`src/rtl/ldx_pkg.sv`:
```
package ldx_pkg;

    localparam int XLEN   = 32;
    localparam int REGW   = 4;
    localparam int PC_IDX = 15;

    typedef enum logic [1:0] {
        IDX_OFFSET = 2'd0,
        IDX_PRE    = 2'd1,
        IDX_POST   = 2'd2,
        IDX_RSVD   = 2'd3
    } idx_mode_e;

    typedef enum logic [2:0] {
        LK_WORD  = 3'd0,
        LK_UBYTE = 3'd1,
        LK_SBYTE = 3'd2,
        LK_UHALF = 3'd3,
        LK_SHALF = 3'd4,
        LK_PAIR  = 3'd5
    } ld_kind_e;

    typedef enum logic [1:0] {
        FLT_NONE       = 2'd0,
        FLT_BASE_CLASH = 2'd1,
        FLT_ODD_PAIR   = 2'd2,
        FLT_BAD_TARGET = 2'd3
    } flt_e;

    typedef enum logic [1:0] {
        ST_IDLE  = 2'd0,
        ST_BEAT0 = 2'd1,
        ST_BEAT1 = 2'd2
    } seq_e;

    typedef struct packed {
        ld_kind_e        kind;
        logic [REGW-1:0] rt;
        logic [REGW-1:0] rn;
        logic [XLEN-1:0] addr;
        logic [XLEN-1:0] wb_val;
        logic            wb_req;
    } ld_op_t;

    function automatic logic is_indexed(idx_mode_e m);
        return (m == IDX_PRE) || (m == IDX_POST);
    endfunction

    function automatic logic target_illegal(logic [XLEN-1:0] t);
        return t[1:0] == 2'b10;
    endfunction

endpackage

```
`src/rtl/ldx_agu.sv`:
```
module ldx_agu
    import ldx_pkg::*;
#(
    parameter int OFFW = 13
) (
    input  logic [XLEN-1:0] base,
    input  logic [OFFW-1:0] offset,
    input  idx_mode_e       mode,
    output logic [XLEN-1:0] addr,
    output logic [XLEN-1:0] wb_val,
    output logic            wb_req
);
    localparam int EXTW = XLEN - OFFW;

    logic [XLEN-1:0] off_ext;
    logic [XLEN-1:0] sum;

    always_comb begin
        off_ext = {{EXTW{offset[OFFW-1]}}, offset};
        sum     = base + off_ext;
        wb_val  = sum;
        wb_req  = is_indexed(mode);
        addr    = (mode == IDX_POST) ? base : sum;
    end
endmodule

```
`src/rtl/ldx_hazard.sv`:
```
module ldx_hazard
    import ldx_pkg::*;
(
    input  ld_kind_e        kind,
    input  idx_mode_e       mode,
    input  logic [REGW-1:0] rt,
    input  logic [REGW-1:0] rn,
    output flt_e            flt
);
    logic [REGW-1:0] rt_hi;
    logic            pair;

    always_comb begin
        pair  = (kind == LK_PAIR);
        rt_hi = rt | {{(REGW-1){1'b0}}, 1'b1};
        flt   = FLT_NONE;
        if (pair && rt[0]) begin
            flt = FLT_ODD_PAIR;
        end else if (is_indexed(mode)) begin
            if (rn == rt || (pair && rn == rt_hi)) begin
                flt = FLT_BASE_CLASH;
            end
        end
    end
endmodule

```
`src/rtl/ldx_ext.sv`:
```
module ldx_ext
    import ldx_pkg::*;
#(
    localparam int NBYTE = XLEN / 8,
    localparam int NHALF = XLEN / 16,
    localparam int LW    = $clog2(NBYTE)
) (
    input  ld_kind_e        kind,
    input  logic [LW-1:0]   lane,
    input  logic [XLEN-1:0] data,
    output logic [XLEN-1:0] result
);
    logic [7:0]  byte_of [NBYTE];
    logic [15:0] half_of [NHALF];

    genvar gi;
    generate
        for (gi = 0; gi < NBYTE; gi++) begin : g_byte
            assign byte_of[gi] = data[8*gi +: 8];
        end
        for (gi = 0; gi < NHALF; gi++) begin : g_half
            assign half_of[gi] = data[16*gi +: 16];
        end
    endgenerate

    logic [7:0]  b_sel;
    logic [15:0] h_sel;

    always_comb begin
        b_sel = byte_of[lane];
        h_sel = half_of[lane[LW-1:1]];
        unique case (kind)
            LK_UBYTE: result = {{(XLEN-8){1'b0}}, b_sel};
            LK_SBYTE: result = {{(XLEN-8){b_sel[7]}}, b_sel};
            LK_UHALF: result = {{(XLEN-16){1'b0}}, h_sel};
            LK_SHALF: result = {{(XLEN-16){h_sel[15]}}, h_sel};
            default:  result = data;
        endcase
    end
endmodule

```
`src/rtl/ldx_unit.sv`:
```
module ldx_unit
    import ldx_pkg::*;
#(
    parameter int OFFW = 13
) (
    input  logic            clk,
    input  logic            rst,
    input  logic            req_valid,
    output logic            req_ready,
    input  logic [2:0]      req_kind,
    input  logic [1:0]      req_mode,
    input  logic [31:0]     req_base,
    input  logic [OFFW-1:0] req_offset,
    input  logic [3:0]      req_rt,
    input  logic [3:0]      req_rn,
    output logic            mem_req,
    output logic [31:0]     mem_addr,
    input  logic            mem_rvalid,
    input  logic [31:0]     mem_rdata,
    output logic            res_valid,
    output logic [3:0]      res_dest,
    output logic [31:0]     res_data,
    output logic            done,
    output logic            wb_en,
    output logic [3:0]      wb_reg,
    output logic [31:0]     wb_data,
    output logic            br_take,
    output logic            br_state,
    output logic            fault,
    output logic [1:0]      fault_code
);
    localparam int LW = $clog2(XLEN / 8);
    localparam logic [REGW-1:0] PC_NUM = REGW'(PC_IDX);
    localparam logic [XLEN-1:0] WORD_STEP = XLEN'(XLEN / 8);

    ld_kind_e  in_kind;
    idx_mode_e in_mode;
    assign in_kind = ld_kind_e'(req_kind);
    assign in_mode = idx_mode_e'(req_mode);

    logic [XLEN-1:0] agu_addr, agu_wb;
    logic            agu_wbreq;
    flt_e            in_flt;

    ldx_agu #(.OFFW(OFFW)) i_agu (
        .base   (req_base),
        .offset (req_offset),
        .mode   (in_mode),
        .addr   (agu_addr),
        .wb_val (agu_wb),
        .wb_req (agu_wbreq)
    );

    ldx_hazard i_hazard (
        .kind (in_kind),
        .mode (in_mode),
        .rt   (req_rt),
        .rn   (req_rn),
        .flt  (in_flt)
    );

    seq_e   state;
    ld_op_t op;

    logic [XLEN-1:0] ext_data;
    ldx_ext i_ext (
        .kind   (op.kind),
        .lane   (op.addr[LW-1:0]),
        .data   (mem_rdata),
        .result (ext_data)
    );

    logic accept, beat_done, last_beat, is_branch, bad_tgt;

    always_comb begin
        req_ready = (state == ST_IDLE);
        accept    = req_valid && req_ready;
        mem_req   = (state == ST_BEAT0) || (state == ST_BEAT1);
        mem_addr  = op.addr;
        beat_done = mem_req && mem_rvalid;
        last_beat = (state == ST_BEAT1) || (op.kind != LK_PAIR);
        is_branch = (op.kind == LK_WORD) && (op.rt == PC_NUM);
        bad_tgt   = is_branch && target_illegal(mem_rdata);
    end

    always_ff @(posedge clk) begin
        if (rst) begin
            state      <= ST_IDLE;
            op         <= '0;
            res_valid  <= 1'b0;
            res_dest   <= '0;
            res_data   <= '0;
            done       <= 1'b0;
            wb_en      <= 1'b0;
            wb_reg     <= '0;
            wb_data    <= '0;
            br_take    <= 1'b0;
            br_state   <= 1'b0;
            fault      <= 1'b0;
            fault_code <= FLT_NONE;
        end else begin
            res_valid <= 1'b0;
            done      <= 1'b0;
            wb_en     <= 1'b0;
            br_take   <= 1'b0;
            fault     <= 1'b0;
            unique case (state)
                ST_IDLE: begin
                    if (accept) begin
                        if (in_flt != FLT_NONE) begin
                            fault      <= 1'b1;
                            fault_code <= in_flt;
                        end else begin
                            op.kind   <= in_kind;
                            op.rt     <= req_rt;
                            op.rn     <= req_rn;
                            op.addr   <= agu_addr;
                            op.wb_val <= agu_wb;
                            op.wb_req <= agu_wbreq;
                            state     <= ST_BEAT0;
                        end
                    end
                end
                ST_BEAT0, ST_BEAT1: begin
                    if (beat_done) begin
                        res_valid <= 1'b1;
                        res_data  <= ext_data;
                        res_dest  <= (state == ST_BEAT1) ? (op.rt | 4'd1) : op.rt;
                        if (last_beat) begin
                            state   <= ST_IDLE;
                            done    <= 1'b1;
                            wb_reg  <= op.rn;
                            wb_data <= op.wb_val;
                            wb_en   <= op.wb_req && !bad_tgt;
                            if (bad_tgt) begin
                                fault      <= 1'b1;
                                fault_code <= FLT_BAD_TARGET;
                            end else if (is_branch) begin
                                br_take  <= 1'b1;
                                br_state <= mem_rdata[0];
                            end
                        end else begin
                            state   <= ST_BEAT1;
                            op.addr <= op.addr + WORD_STEP;
                        end
                    end
                end
                default: state <= ST_IDLE;
            endcase
        end
    end
endmodule

```
`config.mk`:
```
export PLATFORM = sky130hd
export DESIGN_NAME = ldx_unit
export DESIGN_NICKNAME = d
export VERILOG_FILES = /design/src/rtl/ldx_pkg.sv /design/src/rtl/ldx_agu.sv /design/src/rtl/ldx_hazard.sv /design/src/rtl/ldx_ext.sv /design/src/rtl/ldx_unit.sv
export SDC_FILE = /design/constraint.sdc
export NUM_CORES = 1
export LEC_CHECK = 0
export ABC_AREA = 1
export BUFFER_PORTS_ARGS = -buffer_cell sky130_fd_sc_hd__buf_2
export CAP_MARGIN = 20
export CORE_ASPECT_RATIO = 1.4
export CORE_MARGIN = 3
export CORE_UTILIZATION = 40
export CTS_CLUSTER_DIAMETER = 60
export DETAILED_ROUTE_END_ITERATION = 7
export GPL_TIMING_DRIVEN = 0
export HOLD_SLACK_MARGIN = 0.08
export PLACE_DENSITY = 0.66
export SYNTH_ARGS = -nofsm -noshare
export SYNTH_HDL_FRONTEND = slang
export SYNTH_SLANG_ARGS = --single-unit
```
`constraint.sdc`:
```
create_clock -name clk -period 1.68 [get_ports clk]
set_input_delay 0 -clock clk [delete_from_list [all_inputs] [get_ports clk]]
set_output_delay 0 -clock clk [all_outputs]
set_load 0.01 [all_outputs]
```
==> results.sh <==
export IMPL_status="complete, but fails checks"
export IMPL_violations="negative setup slack"
export IMPL_regMostFlops="op"
export IMPL_path_clk_slew_ps=70
export IMPL_io_pins=208
export IMPL_p_int_mw=10.3
export IMPL_yosysSeqAreaShare_pct=31.0
export IMPL_post_route_drc_count=0
export IMPL_die_w_microns=141
export IMPL_place_area_sq_um=11700
export IMPL_end_kind="flip-flop"
export IMPL_p_leak_nw=7.27
export IMPL_peakVddDrop_mv=0.810
export IMPL_grt_max_degree=21
export IMPL_initial_core_util_pct=41.0
export IMPL_drt_iter0_drc=926
export IMPL_syn_nets=1745
export IMPL_max_freq_ghz=0.564
export IMPL_relSlewSlack_pct=35.7
export IMPL_yosysWarningCount=0
export IMPL_skew_ps=11.2
export IMPL_grt_pass1_vias=12000
export IMPL_grt_pass1_wl_microns=65100
export IMPL_largest_reg_flops=44
export IMPL_synthArstFlopShare_pct=0
export IMPL_clkLatencyLatePin_ps=450
export IMPL_cpPeakStageDelay_ps=350
export IMPL_vias=12400
export IMPL_grt_use_met1_pct=31.9
export IMPL_dieArea_sq_um=27500
export IMPL_antenna_found_initial=13
export IMPL_core_area_sq_um=24900
export IMPL_cp_common_cell="inv_4"
export IMPL_synth_main_ff_cell="dfxtp_1"
export IMPL_maxCapViolCount=0
export IMPL_drt_total_wl_microns=45000
export IMPL_fin_crit_sh_pct=106
export IMPL_cp_required_ps=2020
export IMPL_place_congestion=0.959
export IMPL_num_rows=68
export IMPL_pre_cts_ws_ps=-661
export IMPL_power_frac_comb_pct=47.4
export IMPL_cp_slowest_cell="dfxtp_2"
export IMPL_dp_hpwl_microns=33700
export IMPL_netlist_area_sq_um=10200
export IMPL_cts_buffer_depth=2
export IMPL_power_switching_mw=7.40
export IMPL_ant_nets=0
export IMPL_min_period_ps=1770
export IMPL_rsz0062_at_grt="yes"
export IMPL_crit_buf_inv=4
export IMPL_crit_family="buffers and inverters"
export IMPL_power_total_mw=17.7
export IMPL_syn_mean_instance_area_sq_um=6.33
export IMPL_cts_root_buffer="clkbuf_16"
export IMPL_final_nets=2115
export IMPL_dieHeight_microns=195
export IMPL_ys_seq_elements=158
export IMPL_cp_max_fo=6
export IMPL_maxSlewViolCount=0
export IMPL_finalInstanceArea_sq_um=15000
export IMPL_path_cells="inv_4 -> ha_4 -> inv_4 -> nand4_1 -> buf_6 -> nand2_8 -> nand4_4 -> clkbuf_16 -> a21oi_2 -> a21oi_1"
export IMPL_synth_area_leaders="dfxtp_1 (31%), nand2_1 (11%), nor2_1 (8.9%), o21ai_0 (8.0%), a21oi_1 (7.6%)"
export IMPL_grt_met2_usage_pct=52.2
export IMPL_grt_use_met3_pct=7.91
export IMPL_critPathKind="flip-flop to flip-flop"
export IMPL_synth_top_area_share_pct=31.0
export IMPL_clock_sinks=158
export IMPL_min_delay_path_class="input pin to flip-flop"
export IMPL_finalHoldViolations=0
export IMPL_cts_buffers=17
export IMPL_drive_above_1_share_pct=32.0
export IMPL_synth_edff_count=0
export IMPL_wl_per_cell_microns=19.4
export IMPL_p_clk_share_pct=22.3
export IMPL_final_setup_worst_slack_ps=-93.2
export IMPL_worst_pin_slew_ps=964
export IMPL_finalSetupViolations=29
export IMPL_grt_usage_pct=30.6
export IMPL_top_usage_layer="met2"
export IMPL_routed_via_density=5.35
export IMPL_seq_power_share_pct=30.3
export IMPL_p_per_area_nw_per_um2=1180
export IMPL_htreeDepth=4
export IMPL_synth_cells=1614
export IMPL_p_sw_share_pct=41.7
export IMPL_cts_tree="yes"
export IMPL_crit_arrival_ps=2110
export IMPL_syn_to_final_growth_pct=46.6
export IMPL_grt_ovfl_total=0
export IMPL_io_buffers=206
export IMPL_synthDistinctLibCells=50
export IMPL_yosysTopAreaCell="dfxtp_1"
export IMPL_drtPass1Iterations=5
export IMPL_startpoint_type="flip-flop"
==> cell usage in the layout, fill, tap and decap left out, types with 23 or more instances in the layout <==
cell type and n:
dfxtp_1 124, inv_1 175, buf_4 87, o21ai_0 108
nor2_4 29, a21oi_2 25, nand3_1 79, nand2_1 276
nor2_2 37, nor2_1 186, ha_1 31, dlygate4sd3_1 75
a21oi_1 130, nand2_2 31, clkbuf_16 23, buf_2 211
o21ai_1 55
==> layout make-up <==
| cell class | instances | area, sq um |
|---|---|---|
| Antenna cell | 7 | 17.5 |
| Buffer | 96 | 761 |
| Clock buffer | 18 | 439 |
| Clock inverter | 14 | 145 |
| Fill cell | 2361 | 9950 |
| Inverter | 199 | 788 |
| Multi-Input combinational cell | 1161 | 6680 |
| Sequential cell | 158 | 3240 |
| Tap cell | 315 | 394 |
| Timing Repair Buffer | 351 | 2510 |
==> per-stage QoR <==
stage / cells / hold WS, ps / utilization [%] / TNS (ps)
4_1_cts: 2272 / 88.3 / 54.8 / -37.5
2_1_floorplan: 1614 / 135 / - / 0
6_report: 2319 / 83.6 / 60.1 / -1030
3_3_place_gp: 2135 / 258 / 46.9 / -53300
5_1_grt: 2314 / 93.0 / 60.0 / -4740
3_5_place_dp: 2135 / 275 / 46.9 / -54690
==> cells in the mapped netlist, types with 2 or more instances <==
cell        n
buf_2      15
clkbuf_1   37
o21ai_1    18
o21ai_0   163
nor2_2      6
nand2_1   309
nor3_1     19
a22oi_1     2
o221ai_1    4
a21o_1      3
and3_1      2
o22ai_1     4
nor4_1      2
nand3b_1    2
xor2_1     13
mux2i_1     2
a221oi_1    2
o21a_1      4
o21bai_1    6
buf_4      39
or2_2       4
a31oi_1    12
nor2_4      3
inv_2       6
nor3_2      3
a21oi_1   155
ha_1       36
a211oi_1    2
nand3_1    86
dfxtp_1   158
xnor2_1     6
inv_1     192
nand4_1     9
o211ai_1   20
buf_1       5
or2_0       3
nand2_4     3
nor2_1    242
nand2_2     6
==> kinds of logic after synthesis <==
kind of cell / count (synthesis) / synth area share [%]
simple gates: 705 / 29.2
fa+ha+maj: 37 / 4.60
xor+xnor: 19 / 1.63
buf+inv: 296 / 12.5
compound gates: 397 / 20.9
flops: 158 / 31.0
mux: 2 / 0.196
==> timing repair <==
item / in CTS / in global routing
endpoints found under the hold margin: 76 / 1
endpoints found under the setup margin: 136 / 127
hold buffers: 74 / 1
pin swaps: 30 / 67
resized for setup: 148 / 309
setup buffers: 28 / 29
cloned: 4 / 10
==> metal layers <==
metal	wire length (microns)	part of all wire, %	vias up
met4	3640	8.1	14
met2	21900	49	546
li1	-	-	6009
met3	3450	7.7	181
met1	15900	35	5661
met5	77	0.17	-
==> power by group through the flow <==
stage	logic [mW]	registers, mW	clock network [mW]
floorplan	3.78	5.22	0
global placement	5.94	5.25	0
detailed placement	5.98	5.25	0
CTS	6.84	5.20	4.00
global route	9.03	5.45	4.16
finish	8.40	5.36	3.96
==> path summary, 6_finish.rpt <==
check | cells past startpoint | slack, ps | startpoint | end
worst min register to register | 2 | 460 | op[67] | wb_reg[2]
worst max-delay path | 10 | -90 | state[0] | mem_addr[20]
worst min-delay path | 5 | 80 | req_base[8] | mem_addr[8]
worst max register to register | 10 | -90 | state[0] | mem_addr[20]
==> worst register-to-register path: stages, from the launching register on <==
cell       delay (ps)
dfxtp_2           350
inv_4              50
ha_4              150
inv_4              60
nand4_1           100
buf_6             160
nand2_8           100
nand4_4           230
clkbuf_16         260
a21oi_2           120
a21oi_1            70
Note: power is estimated with default switching activity, not from simulation.
